===== config.mk =====
export PLATFORM = sky130hd
export DESIGN_NAME = ft_fifo
export DESIGN_NICKNAME = d
export VERILOG_FILES = /design/src/rtl/ft_pkg.sv /design/src/rtl/ft_strobe_sync.sv /design/src/rtl/ft_chain.sv /design/src/rtl/ft_fifo.sv
export SDC_FILE = /design/constraint.sdc
export NUM_CORES = 1
export LEC_CHECK = 0
export ABC_CLOCK_PERIOD_IN_PS = 5650
export BUFFER_PORTS_ARGS = -buffer_cell sky130_fd_sc_hd__buf_4
export CAP_MARGIN = 20
export CORE_ASPECT_RATIO = 0.7
export CORE_MARGIN = 2
export CORE_UTILIZATION = 35
export DETAILED_ROUTE_END_ITERATION = 8
export GPL_TIMING_DRIVEN = 0
export PLACE_DENSITY = 0.48
export SKIP_LAST_GASP = 1
export SLEW_MARGIN = 40
export SYNTH_ARGS = -nofsm -noshare
export SYNTH_HDL_FRONTEND = slang
export SYNTH_SLANG_ARGS = --single-unit
export TNS_END_PERCENT = 1

===== constraint.sdc =====
create_clock -name clk -period 5.65 [get_ports clk]
set_input_delay 1.13 -clock clk [delete_from_list [all_inputs] [get_ports clk]]
set_output_delay 1.13 -clock clk [all_outputs]
set_load 0.05 [all_outputs]

===== src/rtl/ft_pkg.sv =====
package ft_pkg;

  // Decoded view of one synchronized strobe.
  typedef struct packed {
    logic level;
    logic rise;
    logic fall;
  } strobe_ev_t;

endpackage


===== src/rtl/ft_strobe_sync.sv =====
module ft_strobe_sync
  import ft_pkg::*;
#(
  parameter int STAGES = 2
) (
  input  logic       clk,
  input  logic       rst_n,
  input  logic       strobe,
  output strobe_ev_t ev
);

  logic [STAGES-1:0] sh_q, sh_d;
  logic              prev_q;

  always_comb begin
    sh_d = {sh_q[STAGES-2:0], strobe};
  end

  always_ff @(posedge clk or negedge rst_n) begin
    if (!rst_n) begin
      sh_q   <= '0;
      prev_q <= 1'b0;
    end else begin
      sh_q   <= sh_d;
      prev_q <= sh_q[STAGES-1];
    end
  end

  always_comb begin
    ev.level = sh_q[STAGES-1];
    ev.rise  = sh_q[STAGES-1] & ~prev_q;
    ev.fall  = ~sh_q[STAGES-1] & prev_q;
  end

endmodule


===== src/rtl/ft_chain.sv =====
module ft_chain #(
  parameter int WIDTH = 9,
  parameter int DEPTH = 64
) (
  input  logic             clk,
  input  logic             rst_n,
  input  logic             load,
  input  logic [WIDTH-1:0] din,
  input  logic             hold_head,
  input  logic             pop_tail,
  output logic             head_vld,
  output logic             tail_vld,
  output logic [WIDTH-1:0] tail_data
);

  localparam int LAST = DEPTH - 1;

  logic [DEPTH-1:0] vld_q, vld_d;
  logic [LAST-1:0]  adv;
  logic [WIDTH-1:0] slot_q [DEPTH];

  // A word advances when the slot ahead is empty; the head may be held.
  assign adv[0] = vld_q[0] & ~vld_q[1] & ~hold_head;

  generate
    for (genvar i = 1; i < LAST; i++) begin : g_adv
      assign adv[i] = vld_q[i] & ~vld_q[i+1];
    end
  endgenerate

  always_comb begin
    vld_d[0] = load | (vld_q[0] & ~adv[0]);
    for (int i = 1; i < LAST; i++) begin
      vld_d[i] = (vld_q[i] & ~adv[i]) | adv[i-1];
    end
    vld_d[LAST] = (vld_q[LAST] & ~pop_tail) | adv[LAST-1];
  end

  always_ff @(posedge clk or negedge rst_n) begin
    if (!rst_n) vld_q <= '0;
    else        vld_q <= vld_d;
  end

  // Data slots carry no reset: reset only declares them invalid.
  always_ff @(posedge clk) begin
    if (load) slot_q[0] <= din;
  end

  generate
    for (genvar i = 1; i < DEPTH; i++) begin : g_slot
      always_ff @(posedge clk) begin
        if (adv[i-1]) slot_q[i] <= slot_q[i-1];
      end
    end
  endgenerate

  assign head_vld  = vld_q[0];
  assign tail_vld  = vld_q[LAST];
  assign tail_data = slot_q[LAST];

endmodule


===== src/rtl/ft_fifo.sv =====
module ft_fifo
  import ft_pkg::*;
#(
  parameter int WIDTH       = 9,
  parameter int DEPTH       = 64,
  parameter int SYNC_STAGES = 2
) (
  input  logic             clk,
  input  logic             rst_n,
  input  logic             shift_in,
  input  logic             shift_out,
  input  logic             oe_n,
  input  logic [WIDTH-1:0] din,
  output logic [WIDTH-1:0] dout,
  output logic             dout_drive,
  output logic             in_ready,
  output logic             out_ready,
  output logic             overflow
);

  strobe_ev_t si_ev, so_ev;
  logic si_rise, si_fall, so_rise;

  ft_strobe_sync #(.STAGES(SYNC_STAGES)) u_si_sync (
    .clk(clk), .rst_n(rst_n), .strobe(shift_in), .ev(si_ev)
  );

  ft_strobe_sync #(.STAGES(SYNC_STAGES)) u_so_sync (
    .clk(clk), .rst_n(rst_n), .strobe(shift_out), .ev(so_ev)
  );

  assign si_rise = si_ev.rise;
  assign si_fall = si_ev.fall;
  assign so_rise = so_ev.rise;

  logic si_hold_q, si_hold_d, si_pend_q, si_pend_d;
  logic so_arm_q, so_arm_d, so_wait_q, so_wait_d;
  logic ovf_q, ovf_d;
  logic load, pop, head_vld, tail_vld;
  logic [WIDTH-1:0] q_raw;

  ft_chain #(.WIDTH(WIDTH), .DEPTH(DEPTH)) u_chain (
    .clk(clk), .rst_n(rst_n), .load(load), .din(din),
    .hold_head(si_hold_q), .pop_tail(pop),
    .head_vld(head_vld), .tail_vld(tail_vld), .tail_data(q_raw)
  );

  // Input side: capture on a rising edge, or later while the strobe stays high.
  always_comb begin
    load      = ~head_vld & ~si_ev.fall & (si_ev.rise | (si_pend_q & si_ev.level));
    si_hold_d = si_hold_q;
    si_pend_d = si_pend_q;
    ovf_d     = ovf_q | (si_ev.fall & si_pend_q);
    if (si_ev.fall) begin
      si_hold_d = 1'b0;
      si_pend_d = 1'b0;
    end else if (load) begin
      si_hold_d = 1'b1;
      si_pend_d = 1'b0;
    end else if (si_ev.rise) begin
      si_pend_d = 1'b1;
    end
  end

  // Output side: claim on the rising edge, remove on the falling edge,
  // or remove automatically when the strobe was raised on an empty buffer.
  always_comb begin
    pop       = (so_ev.fall & so_arm_q) | (so_wait_q & tail_vld & so_ev.level);
    so_arm_d  = so_arm_q;
    so_wait_d = so_wait_q;
    if (so_ev.fall) begin
      so_arm_d  = 1'b0;
      so_wait_d = 1'b0;
    end else if (so_ev.rise) begin
      so_arm_d  = tail_vld;
      so_wait_d = ~tail_vld;
    end else if (so_wait_q & tail_vld) begin
      so_wait_d = 1'b0;
    end
  end

  always_ff @(posedge clk or negedge rst_n) begin
    if (!rst_n) begin
      si_hold_q <= 1'b0;
      si_pend_q <= 1'b0;
      so_arm_q  <= 1'b0;
      so_wait_q <= 1'b0;
      ovf_q     <= 1'b0;
    end else begin
      si_hold_q <= si_hold_d;
      si_pend_q <= si_pend_d;
      so_arm_q  <= so_arm_d;
      so_wait_q <= so_wait_d;
      ovf_q     <= ovf_d;
    end
  end

  assign in_ready   = ~head_vld;
  assign out_ready  = tail_vld & ~so_arm_q;
  assign overflow   = ovf_q;
  assign dout_drive = ~oe_n;
  assign dout       = oe_n ? '0 : q_raw;

endmodule


# Word level (Yosys, flattened, before mapping)
# Memories as Yosys holds them, arrays and structs flattened.
# Index checks and enable logic that the tools add are counted.
[op_classes]
bitwise = 343
reduce_logical = 36
n_mux = 235
[op_table]
columns = ["operator", "n"]
rows = [
  ["two-way mux 9 bit", 33],
  ["OR reduction 9 bit", 32],
  ["two-way mux 6 bit", 32],
  ["two-way mux 1 bit", 170],
  ["AND 1 bit", 140],
  ["inverter 1 bit", 136],
  ["bitwise OR 1 bit", 67],
  ["nonzero test 3 bit", 2],
  ["nonzero test 2 bit", 2],
]
[word_totals]
memories = 1
register_bits = 75
output_inout_bits = 13
wordCells = 625
ram_bits = 576
[mem_list]
columns = ["memory", "depth", "width", "read_ports", "rd_clocked_by_memory_dff", "wr", "line", "text"]
rows = [
  ["u_chain.slot_q", 64, 9, 64, 0, 32, "ft_chain.sv:20", "logic [WIDTH-1:0] slot_q [DEPTH];"],
]

# Logic depth before layout (Yosys ltp)
# Gate-level depths: netlist of run 1.
[depth]
word_depth = 8
mapped_depth = 4
mapped_depth_nobuf = 4

# By module
# Synthesis of run 1 repeated with hierarchy kept, for this count alone.
[hier_totals]
cells_unflattened = 821
area_unflattened_um2 = 20846.2
[modules_own_cells]
columns = ["mod", "seq_area_each_um2", "area_each_um2", "cells_each", "n_inst"]
rows = [
  ["ft_chain", 18898.1, 20364.5, 778, 1],
  ["ft_fifo", 125.1, 286.5, 31, 1],
  ["ft_strobe_sync", 75.1, 97.6, 6, 2],
]

# Worst setup path after synthesis of run 1
# Ideal clock, no wire load.
[synth_timing]
kind = "in2out"
start = "input oe_n"
end = "output dout[0]"
stages = 1
slack_ps = 2701
t_arrival_ps = 1819
required_ps = 4520
cell_sequence = "nor2b_1"
[synth_via]
elab_chain_len = 1
[synth_rtl]
columns = ["element", "line", "text"]
rows = [
  ["start: declaration", "ft_fifo.sv:12", "input logic oe_n,"],
  ["two-way mux 9 bit", "ft_fifo.sv:102", "assign dout = oe_n ? '0 : q_raw;"],
  ["end: declaration", "ft_fifo.sv:14", "output logic [WIDTH-1:0] dout,"],
]
# Every way passes these cells.

# Final worst setup path of run 1
[layout_timing]
start = "input oe_n"
end = "output dout[6]"
# The elaborated chain is that of the path after synthesis.

==> summary.txt, run 1 <==
Yosys
  • Post-synth top area cell: edfxtp_1
  • Yosys reg bits: 651
  • Synth cell types: 18
  • Synth area leaders: edfxtp_1 (85%), dfrtp_1 (9.2%), a21o_1 (2.4%)
  • Syn Inst Count: 815
  • Synth Net Count: 834
  • Seq/Total Area, Yosys: 94.46%
  • Avg Cell Area, Syn: 24.91 um^2
  • YS warnings: 0
  • Mapped Area: 0.02030 mm^2
  • Yosys top cell area share: 85.21%

Layout
  • Flip-flop and latch area: 0.01917 mm^2
  • Post-route insts no fill: 1703
  • Fill cells: 4949
  • Nets@finish: 922
  • ANT cells: 0
  • Footprint of the multi-input gates: 0.001217 mm^2
  • Area grow syn2layout: 15.43%
  • Fraction of layout cells with a size suffix above 1: 15.95%

Critical path
  • Worst Path Max Fanout: 10
  • Crit path DAT: 1.60 ns
  • Reg2reg setup slack: 3.96 ns
  • R2R Path End: u_chain.slot_q[0][0]$_DFFE_PP_
  • Worst reg2reg path depth: 3
  • WS Path Type: input port to primary output
  • Worst EP required: 4.52 ns
  • Element type at the critical path end: primary output
  • Worst R2R Start: u_si_sync.sh_q[1]$_DFF_PN0_
  • Worst setup SP type: input port

CTS
  • Worst-skew pair later-pin latency: 0.61 ns
  • Clk sink count: 651
  • Setup bufs post-CTS: 0
  • Clk buf depth: 3
  • Num CTS Buffers: 60
  • CTS tree: yes
  • Clock transition at path regs: 0.06 ns
  • Root Driver: clkbuf_16
  • CTS resizes: 0
  • CTS H-tree depth: 2
  • Hold-fix buffers, CTS: 0

Timing
  • Slew @ Worst Pin: 0.8092 ns
  • Setup TNS: 0 ns
  • Slew margin rel.: 45.95%
  • Crit share post-route: 48.24%
  • Final hold viol count: 0
  • Max-slew violations: 0
  • Achievable frequency: 366.9 MHz
  • Min Tclk post-route: 2.726 ns
  • Unrepaired setup endpoints after global routing: no
  • Setup Skew: 0.02093 ns
  • Final setup vio count: 0

Routing
  • Detailed Routing Iterations Pass 1: 4
  • Wire per inst: 14.00 um
  • Via density: 4.134
  • DRC viols: 0
  • Via count: 7040
  • Initial DRC count: 373
  • Number of routed nets with antenna violations: 0
  • Final WL: 23.84 mm

GRT
  • First-pass GRT wire length: 37.89 mm
  • GRT Resource Usage Total: 8.098%
  • Largest net degree at the start of global routing: 76
  • Number of global-route vias before repair: 6934
  • Global route overflow: 0
  • Number of antenna violations at the first check in global routing: 0

Floorplanning
  • Die area: 0.05997 mm^2
  • Die Ht: 205.5 um
  • Starting Density: 35.56%
  • Die W: 291.8 um
  • Rows: 73
  • CORE AREA: 0.05709 mm^2
  • Num ports: 27

Placed design
  • Post-DP HPWL: 12.39 mm
  • Placer Congestion: 0.6862
  • Placed insts: 1591
  • Port-buffer cells: 26

Min path
  • Worst hold path depth: 0
  • Hold EP: u_si_sync.sh_q[1]$_DFF_PN0_
  • Hold Startpoint: u_si_sync.sh_q[0]$_DFF_PN0_
  • Worst hold path class: flop to flop

Power and ir drop
  • Leak: 7.862 nW
  • Peak VDD IR: 0.2535 mV
  • Power density cells: 478.6 mW/mm^2
  • Final Power: 11.21 mW

Status
  • Status: completed

Job
  • Max-capacitance violation count: 0
## layout by cell type, fill, tap and decap left out, types with 3 or more instances in the layout
cell and count:
nor2b_1 28, clkbuf_16 61, nor2b_2 44, a21o_1 64, ha_1 5, clkbuf_1 25
edfxtp_1 576, dfrtp_1 75, bufinv_16 3, clkinv_2 6, clkbuf_8 6, buf_4 25
clkinv_1 7, inv_1 6
## flip-flops by register name, indices dropped and copies added, names as in the netlist, 2 cells and up
name            flops
u_si_sync.sh_q      2
u_so_sync.sh_q      2
u_chain.slot_q    576
u_chain.vld_q      64
## routing by layer
layer  share of wire, %  GRT usage, %  vias up
li1                   -             -     3358
met1                 51         12.11     3508
met2                 40         10.71      118
met3                6.0         2.495       56
met4                3.0         3.737        0
met5                  0             0        -
## critical path, cell delays in order
cell and delay, ns:
buf_4 0.14, nor2b_1 0.12, buf_4 0.21
## through the flow
| step | instance area [um^2] | util (%) | worst slack, ns | hold slack [ns] |
|---|---|---|---|---|
| 2_1_floorplan | 20300 | - | 2.701 | 0.3312 |
| 3_3_place_gp | 21430 | 37.54 | 2.925 | 0.3342 |
| 3_5_place_dp | 21460 | 37.58 | 2.906 | 0.3347 |
| 4_1_cts | 23330 | 40.87 | 2.906 | 0.3483 |
| 5_1_grt | 23430 | 41.04 | 2.874 | 0.3569 |
| 6_report | 23430 | 41.04 | 2.924 | 0.3464 |
## where the power goes
group          internal (mW)  switching (mW)  leakage (nW)
clock                   2.19            1.64         0.907
sequential              6.37           0.341          5.82
combinational          0.183           0.486          1.13
total                   8.75            2.46          7.86
## Yosys cell counts
library cell / instances
o32a_1: 1
a21oi_1: 2
nor2_1: 1
nor3b_2: 1
inv_1: 6
edfxtp_1: 576
nor2b_1: 72
and2_1: 1
a22oi_1: 1
o31ai_1: 2
nor3_1: 1
dfrtp_1: 75
ha_1: 5
nand2b_1: 2
or3b_1: 1
nand2_1: 2
o21ai_0: 2
a21o_1: 64
## logic make-up after synthesis
logic type | after synthesis | share of synthesized area, %
flip-flops | 651 | 94.46
AND/OR/NAND/NOR | 81 | 2.496
AO/OA/AOI/OAI | 72 | 2.626
buffers and inverters | 6 | 0.1109
adder cells (fa/ha/maj) | 5 | 0.3082
## area by class of cell
cell class | instances | share of cell area (%)
clock inverters | 21 | 0.8010
flip-flops and latches | 651 | 81.83
multi-input cells | 158 | 5.196
repair buffers | 26 | 0.8598
clock buffers | 91 | 7.209
well taps | 750 | 4.005
inverters | 6 | 0.09612
## worst max path at each step
| stage | cells past startpoint | endpoint | slack, ns | start |
|---|---|---|---|---|
| floorplan | 1 | dout[0] | 2.70 | oe_n |
| global placement | 3 | dout[8] | 2.93 | oe_n |
| detailed placement | 3 | dout[6] | 2.91 | oe_n |
| CTS | 3 | dout[6] | 2.91 | oe_n |
| global route | 3 | dout[7] | 2.87 | oe_n |
| finish | 3 | dout[6] | 2.92 | oe_n |
Power figures use the tool's default switching activity.
==> run 2, diff against run 1 <==
Settings changed: ABC_CLOCK_PERIOD_IN_PS 5650 to 2200, PLACE_DENSITY 0.48 to 0.5.
Clock period 5.65 ns to 2.2 ns, I/O delays scaled along.
==> summary.txt, run 2 (synthesis results as in run 1) <==
Status
  • Status: completed

Layout
  • Registers with the most flip-flops: u_chain.slot_q x576, u_chain.vld_q x64
  • Most flops, register: u_chain.slot_q
  • Most common cell after layout, fill and taps aside: edfxtp_1
  • Max reg flops: 576 (unchanged)
  • Fraction of layout cells with a size suffix above 1: 16.61% (+0.67 points)
  • ANT cells: 0 (unchanged)
  • Most frequent cells in the layout: edfxtp_1 (576), dfrtp_1 (75), a21o_1 (64)
  • Fill cells: 4950 (+0.020%)
  • Post-route cell area: 0.02359 mm^2 (+0.68%)
  • Nets@finish: 932 (+1.1%)
  • Area grow syn2layout: 16.22%

Placed design
  • Setup WS pre-CTS: 0.4442 ns (-2.461 ns)
  • Post-DP HPWL: 12.57 mm (+1.5%)
  • Area post-placement: 0.02145 mm^2 (about the same)
  • Port-buffer cells: 26 (unchanged)
  • Placer Congestion: 0.7207 (+5.0%)

Floorplanning
  • Starting Density: 35.56% (unchanged)
  • Die area: 0.05997 mm^2 (unchanged)
  • Rows: 73 (unchanged)
  • Num ports: 27 (unchanged)
  • Die W: 291.8 um (unchanged)
  • CORE AREA: 0.05709 mm^2 (unchanged)
  • Die Ht: 205.5 um (unchanged)

Power and ir drop
  • Peak VDD IR: 0.6255 mV (+150%)
  • Power density cells: 1225 mW/mm^2 (+160%)
  • Leak: 7.942 nW (+1.0%)

GRT
  • Number of global-route vias before repair: 7111 (+2.6%)
  • GRT Resource Usage Total: 8.086% (-0.013 points)
  • Largest net degree at the start of global routing: 76 (unchanged)
  • Global route overflow: 0 (unchanged)
  • First-pass GRT wire length: 38.03 mm (+0.35%)
  • Number of antenna violations at the first check in global routing: 0 (unchanged)

Critical path
  • WS Path Type: flop to primary output
  • Largest stage delay, worst path: 0.44 ns (+0.23 ns)
  • Worst Path Max Fanout: 6 (-4)
  • Crit path DAT: 1.41 ns (-0.19 ns)
  • CP cell instances: nor2b_1, buf_4
  • Worst setup SP type: flop
  • Critical-path top delay cell: dfrtp_1
  • Worst reg2reg path depth: 3 (unchanged)
  • Element type at the critical path end: primary output
  • Worst EP required: 1.76 ns (-2.76 ns)

CTS
  • Num CTS Buffers: 58 (-3.3%)
  • Worst-skew pair later-pin latency: 0.61 ns (about the same)
  • CTS resizes: 0 (unchanged)
  • Root Driver: clkbuf_16
  • Setup bufs post-CTS: 0 (unchanged)
  • Clk sink count: 651 (unchanged)
  • Clock transition at path regs: 0.06 ns (about the same)
  • Clk buf depth: 3 (unchanged)
  • CTS tree: yes
  • CTS H-tree depth: 2 (unchanged)

Timing
  • Setup TNS: 0 ns (unchanged)
  • Min Tclk post-route: 1.853 ns
  • Slew margin rel.: 46.65% (+0.71 points)
  • Max-slew violations: 0 (unchanged)
  • PnR worst setup slack: 0.3470 ns (-2.577 ns)
  • Slew @ Worst Pin: 0.7986 ns (-0.01060 ns)
  • Setup Skew: 0.01641 ns (-0.004524 ns)
  • Final setup vio count: 0 (unchanged)
  • Unrepaired setup endpoints after global routing: no
  • Hold slack final: 0.3482 ns (+0.001787 ns)
  • Final hold viol count: 0 (unchanged)
  • Achievable frequency: 539.7 MHz
  • Crit share post-route: 84.23%

Routing
  • Via count: 7088 (+0.68%)
  • Detailed Routing Iterations Pass 1: 4 (unchanged)
  • Number of routed nets with antenna violations: 0 (unchanged)
  • DRC viols: 0 (unchanged)
  • Final WL: 23.66 mm (-0.73%)
  • Wire per inst: 13.81 um (-1.3%)
  • Via density: 4.138 (about the same)
  • Initial DRC count: 469 (+26%)

Min path
  • Worst hold path depth: 0 (unchanged)
  • Worst hold path class: flop to flop

Job
  • Max-capacitance violation count: 0 (unchanged)
[run 2: changes by cell type in the layout (fill, tap and decap cells not counted), moves of 2 or more]
cell           change
clkbuf_1           -8
clkbuf_16          -3
clkbuf_8           +7
clkinv_1           -2
clkinv_2           +2
dlygate4sd3_1     +12
[run 2: through the flow]
| step | utilization, % | power, mW | instances |
|---|---|---|---|
| after floorplan | - | 18.32 | 815 |
| after global placement | 37.54 | 19.06 | 1591 |
| after detailed placement | 37.58 | 19.10 | 1591 |
| after CTS | 41.14 | 29.37 | 1713 |
| after global routing | 41.32 | 30.31 | 1713 |
| final | 41.32 | 28.90 | 1713 |
[run 2: routing by layer]
metal | track usage, % | wire, um
met1 | 11.37 | 11510
met2 | 11.56 | 10170
met3 | 2.484 | 1288
met4 | 3.663 | 695
met5 | 0 | 0
[run 2: cell type report]
cell class	count	area, um^2	area share, %
Inverter	6	22.52	0.09547
Clock buffer	87	1680	7.123
Sequential cell	651	19170	81.28
Multi-Input combinational cell	158	1217	5.161
Clock inverter	23	236.5	1.002
Timing Repair Buffer	38	321.6	1.363
Tap cell	750	938.4	3.978
[run 2: critical path: cells and delay by family (launching register included)]
kind / cells / cell delay [ns]
AND/OR/NAND/NOR: 1 / 0.17
buffers and inverters: 1 / 0.21
flip-flops: 1 / 0.44
[run 2: timing repair]
item                       in CTS  in global routing
setup endpoints to repair       0                  0
hold buffers                   12                  0
hold endpoints to repair       86                  0
[run 2: path summary, 6_finish.rpt]
kind | startpoint | end | slack, ns
worst max register to register | u_si_sync.sh_q[1]$_DFF_PN0_ | u_chain.slot_q[0][3]$_DFFE_PP_ | 0.52
min in group asynchronous | rst_n | si_hold_q$_DFFE_PN0P_ | 0.43
worst min-delay path | u_si_sync.sh_q[0]$_DFF_PN0_ | u_si_sync.sh_q[1]$_DFF_PN0_ | 0.35
worst max-delay path | u_chain.vld_q[63]$_DFF_PN0_ | out_ready | 0.35
worst min register to register | u_si_sync.sh_q[0]$_DFF_PN0_ | u_si_sync.sh_q[1]$_DFF_PN0_ | 0.35
max in group asynchronous | rst_n | u_so_sync.sh_q[1]$_DFF_PN0_ | 1.28
[run 2: where the power goes]
group / total [mW] / internal (mW) / leakage [nW] / switching, mW
Clock: 9.94 / 5.75 / 0.938 / 4.19
Combinational: 1.73 / 0.485 / 1.18 / 1.24
Sequential: 17.2 / 16.4 / 5.82 / 0.868
Total: 28.9 / 22.6 / 7.94 / 6.30
==> run 3, diff against run 2 <==
Settings changed: ABC_CLOCK_PERIOD_IN_PS 2200 to 1900, PLACE_DENSITY 0.5 to 0.48.
Clock period 2.2 ns to 1.9 ns, I/O delays scaled along.
==> summary.txt, run 3 (synthesis results as in run 1) <==
Timing
  • Min Tclk post-route: 1.765 ns
  • Final setup vio count: 0 (unchanged)
  • Achievable frequency: 566.7 MHz
  • Unrepaired setup endpoints after global routing: no
  • Final hold viol count: 0 (unchanged)
  • Slew @ Worst Pin: 0.8052 ns (+0.006667 ns)
  • Max-slew violations: 0 (unchanged)
  • Slew margin rel.: 46.21% (-0.45 points)
  • Setup Skew: 0.02087 ns (+0.004462 ns)
  • Crit share post-route: 92.88%

Layout
  • Fill cells: 4942 (-0.16%)
  • Flip-flop and latch area: 0.01917 mm^2 (about the same)
  • Fraction of layout cells with a size suffix above 1: 15.85% (-0.76 points)
  • ANT cells: 0 (unchanged)
  • Nets@finish: 934 (+0.21%)
  • Most flops, register: u_chain.slot_q
  • Footprint of the multi-input gates: 0.001217 mm^2 (unchanged)
  • Most common cell after layout, fill and taps aside: edfxtp_1
  • Post-route insts no fill: 1715 (+0.12%)
  • Max reg flops: 576 (unchanged)
  • Most frequent cells in the layout: edfxtp_1 (576), dfrtp_1 (74), a21o_1 (64)
  • Registers with the most flip-flops: u_chain.slot_q x576, u_chain.vld_q x64
  • Area grow syn2layout: 16.03%

Placed design
  • Port-buffer cells: 26 (unchanged)
  • Placed insts: 1591 (unchanged)
  • Placer Congestion: 0.6862 (-4.8%)
  • Post-DP HPWL: 12.39 mm (-1.4%)

Critical path
  • Worst setup SP type: flop
  • Element type at the critical path end: primary output
  • Crit path DAT: 1.38 ns (-0.03 ns)
  • Worst Path Max Fanout: 6 (unchanged)
  • Worst EP required: 1.52 ns (-0.24 ns)
  • Reg2reg setup slack: 0.21 ns (-0.31 ns)
  • WS Path Type: flop to primary output

CTS
  • Num CTS Buffers: 60 (+3.4%)
  • Worst-skew pair later-pin latency: 0.61 ns (about the same)
  • Clk buf depth: 3 (unchanged)
  • Clk sink count: 651 (unchanged)
  • Setup bufs post-CTS: 0 (unchanged)
  • CTS H-tree depth: 2 (unchanged)
  • CTS tree: yes
  • Clock transition at path regs: 0.06 ns (about the same)
  • Root Driver: clkbuf_16

Routing
  • DRC viols: 0 (unchanged)
  • Number of routed nets with antenna violations: 0 (unchanged)
  • Via density: 4.128 (-0.24%)
  • Detailed Routing Iterations Pass 1: 4 (unchanged)
  • Via count: 7079 (-0.13%)
  • Wire per inst: 13.94 um (+0.93%)
  • Initial DRC count: 379 (-19%)
  • Final WL: 23.91 mm (+1.0%)

Floorplanning
  • Starting Density: 35.56% (unchanged)
  • Die W: 291.8 um (unchanged)
  • Die area: 0.05997 mm^2 (unchanged)
  • Die Ht: 205.5 um (unchanged)
  • Num ports: 27 (unchanged)
  • Rows: 73 (unchanged)
  • CORE AREA: 0.05709 mm^2 (unchanged)

GRT
  • First-pass GRT wire length: 37.98 mm (-0.13%)
  • Global route overflow: 0 (unchanged)
  • GRT Resource Usage Total: 8.111% (+0.025 points)
  • Number of global-route vias before repair: 6956 (-2.2%)
  • Number of antenna violations at the first check in global routing: 0 (unchanged)
  • Largest net degree at the start of global routing: 76 (unchanged)

Power and ir drop
  • Peak VDD IR: 0.7516 mV (+20%)
  • Power density cells: 1417 mW/mm^2 (+16%)
  • Leak: 7.910 nW (-0.40%)
  • Final Power: 33.37 mW (+15%)

Min path
  • Worst hold path class: flop to flop

Status
  • Status: completed

Job
  • Max-capacitance violation count: 0 (unchanged)
## run 3: repair_timing
item | CTS | global route
endpoints found under the hold margin | 86 | 0
endpoints found under the setup margin | 0 | 1
hold buffers | 12 | 0
resized for setup | 0 | 1
## run 3: layout make-up
class | count | share of cell area, %
sequential | 651 | 81.42
clock inverter | 21 | 0.7969
multi-input combinational | 158 | 5.169
timing repair buffer | 38 | 1.365
clock buffer | 91 | 7.172
tap | 750 | 3.984
inverter | 6 | 0.09563
## run 3: worst max-delay path: stages (launching register included)
cell	delay (ns)
dfrtp_2	0.42
nor2b_1	0.16
buf_4	0.21
## run 3: stage by stage
stage | TNS [ns] | hold slack (ns) | instance area [um^2] | setup WS [ns] | utilization, %
2_1_floorplan | 0 | 0.08441 | 20300 | 0.1386 | -
3_3_place_gp | -1.287 | 0.3342 | 21430 | -0.1433 | 37.54
3_5_place_dp | 0 | 0.3347 | 21460 | 0.1288 | 37.58
4_1_cts | 0 | 0.3483 | 23450 | 0.03211 | 41.08
5_1_grt | 0 | 0.3569 | 23550 | 0.03684 | 41.26
6_report | 0 | 0.3464 | 23550 | 0.1354 | 41.26
## run 3: power breakdown
part	internal (mW)	leakage [nW]	switching, mW	total (mW)
Combinational	0.560	1.18	1.45	2.01
Sequential	19.0	5.82	1.02	20.0
Clock	6.52	0.907	4.86	11.4
Total	26.0	7.91	7.33	33.4
## run 3: layer usage
layer	share of wire, %	track usage, %	wire (um)
met4	3.0	3.737	708
met2	40	10.72	9668
met1	51	12.13	12160
met3	5.7	2.495	1370
met5	0	0	0
## run 3: final timing paths
check / from / to / depth (start not counted)
setup / recovery: u_chain.vld_q[63]$_DFF_PN0_ / out_ready / 2
hold / removal: u_si_sync.sh_q[0]$_DFF_PN0_ / u_si_sync.sh_q[1]$_DFF_PN0_ / 0
setup reg to reg: u_si_sync.sh_q[1]$_DFF_PN0_ / u_chain.slot_q[0][0]$_DFFE_PP_ / 3
hold reg to reg: u_si_sync.sh_q[0]$_DFF_PN0_ / u_si_sync.sh_q[1]$_DFF_PN0_ / 0
max in group asynchronous: rst_n / u_chain.vld_q[63]$_DFF_PN0_ / 2
min in group asynchronous: rst_n / si_hold_q$_DFFE_PN0P_ / 2
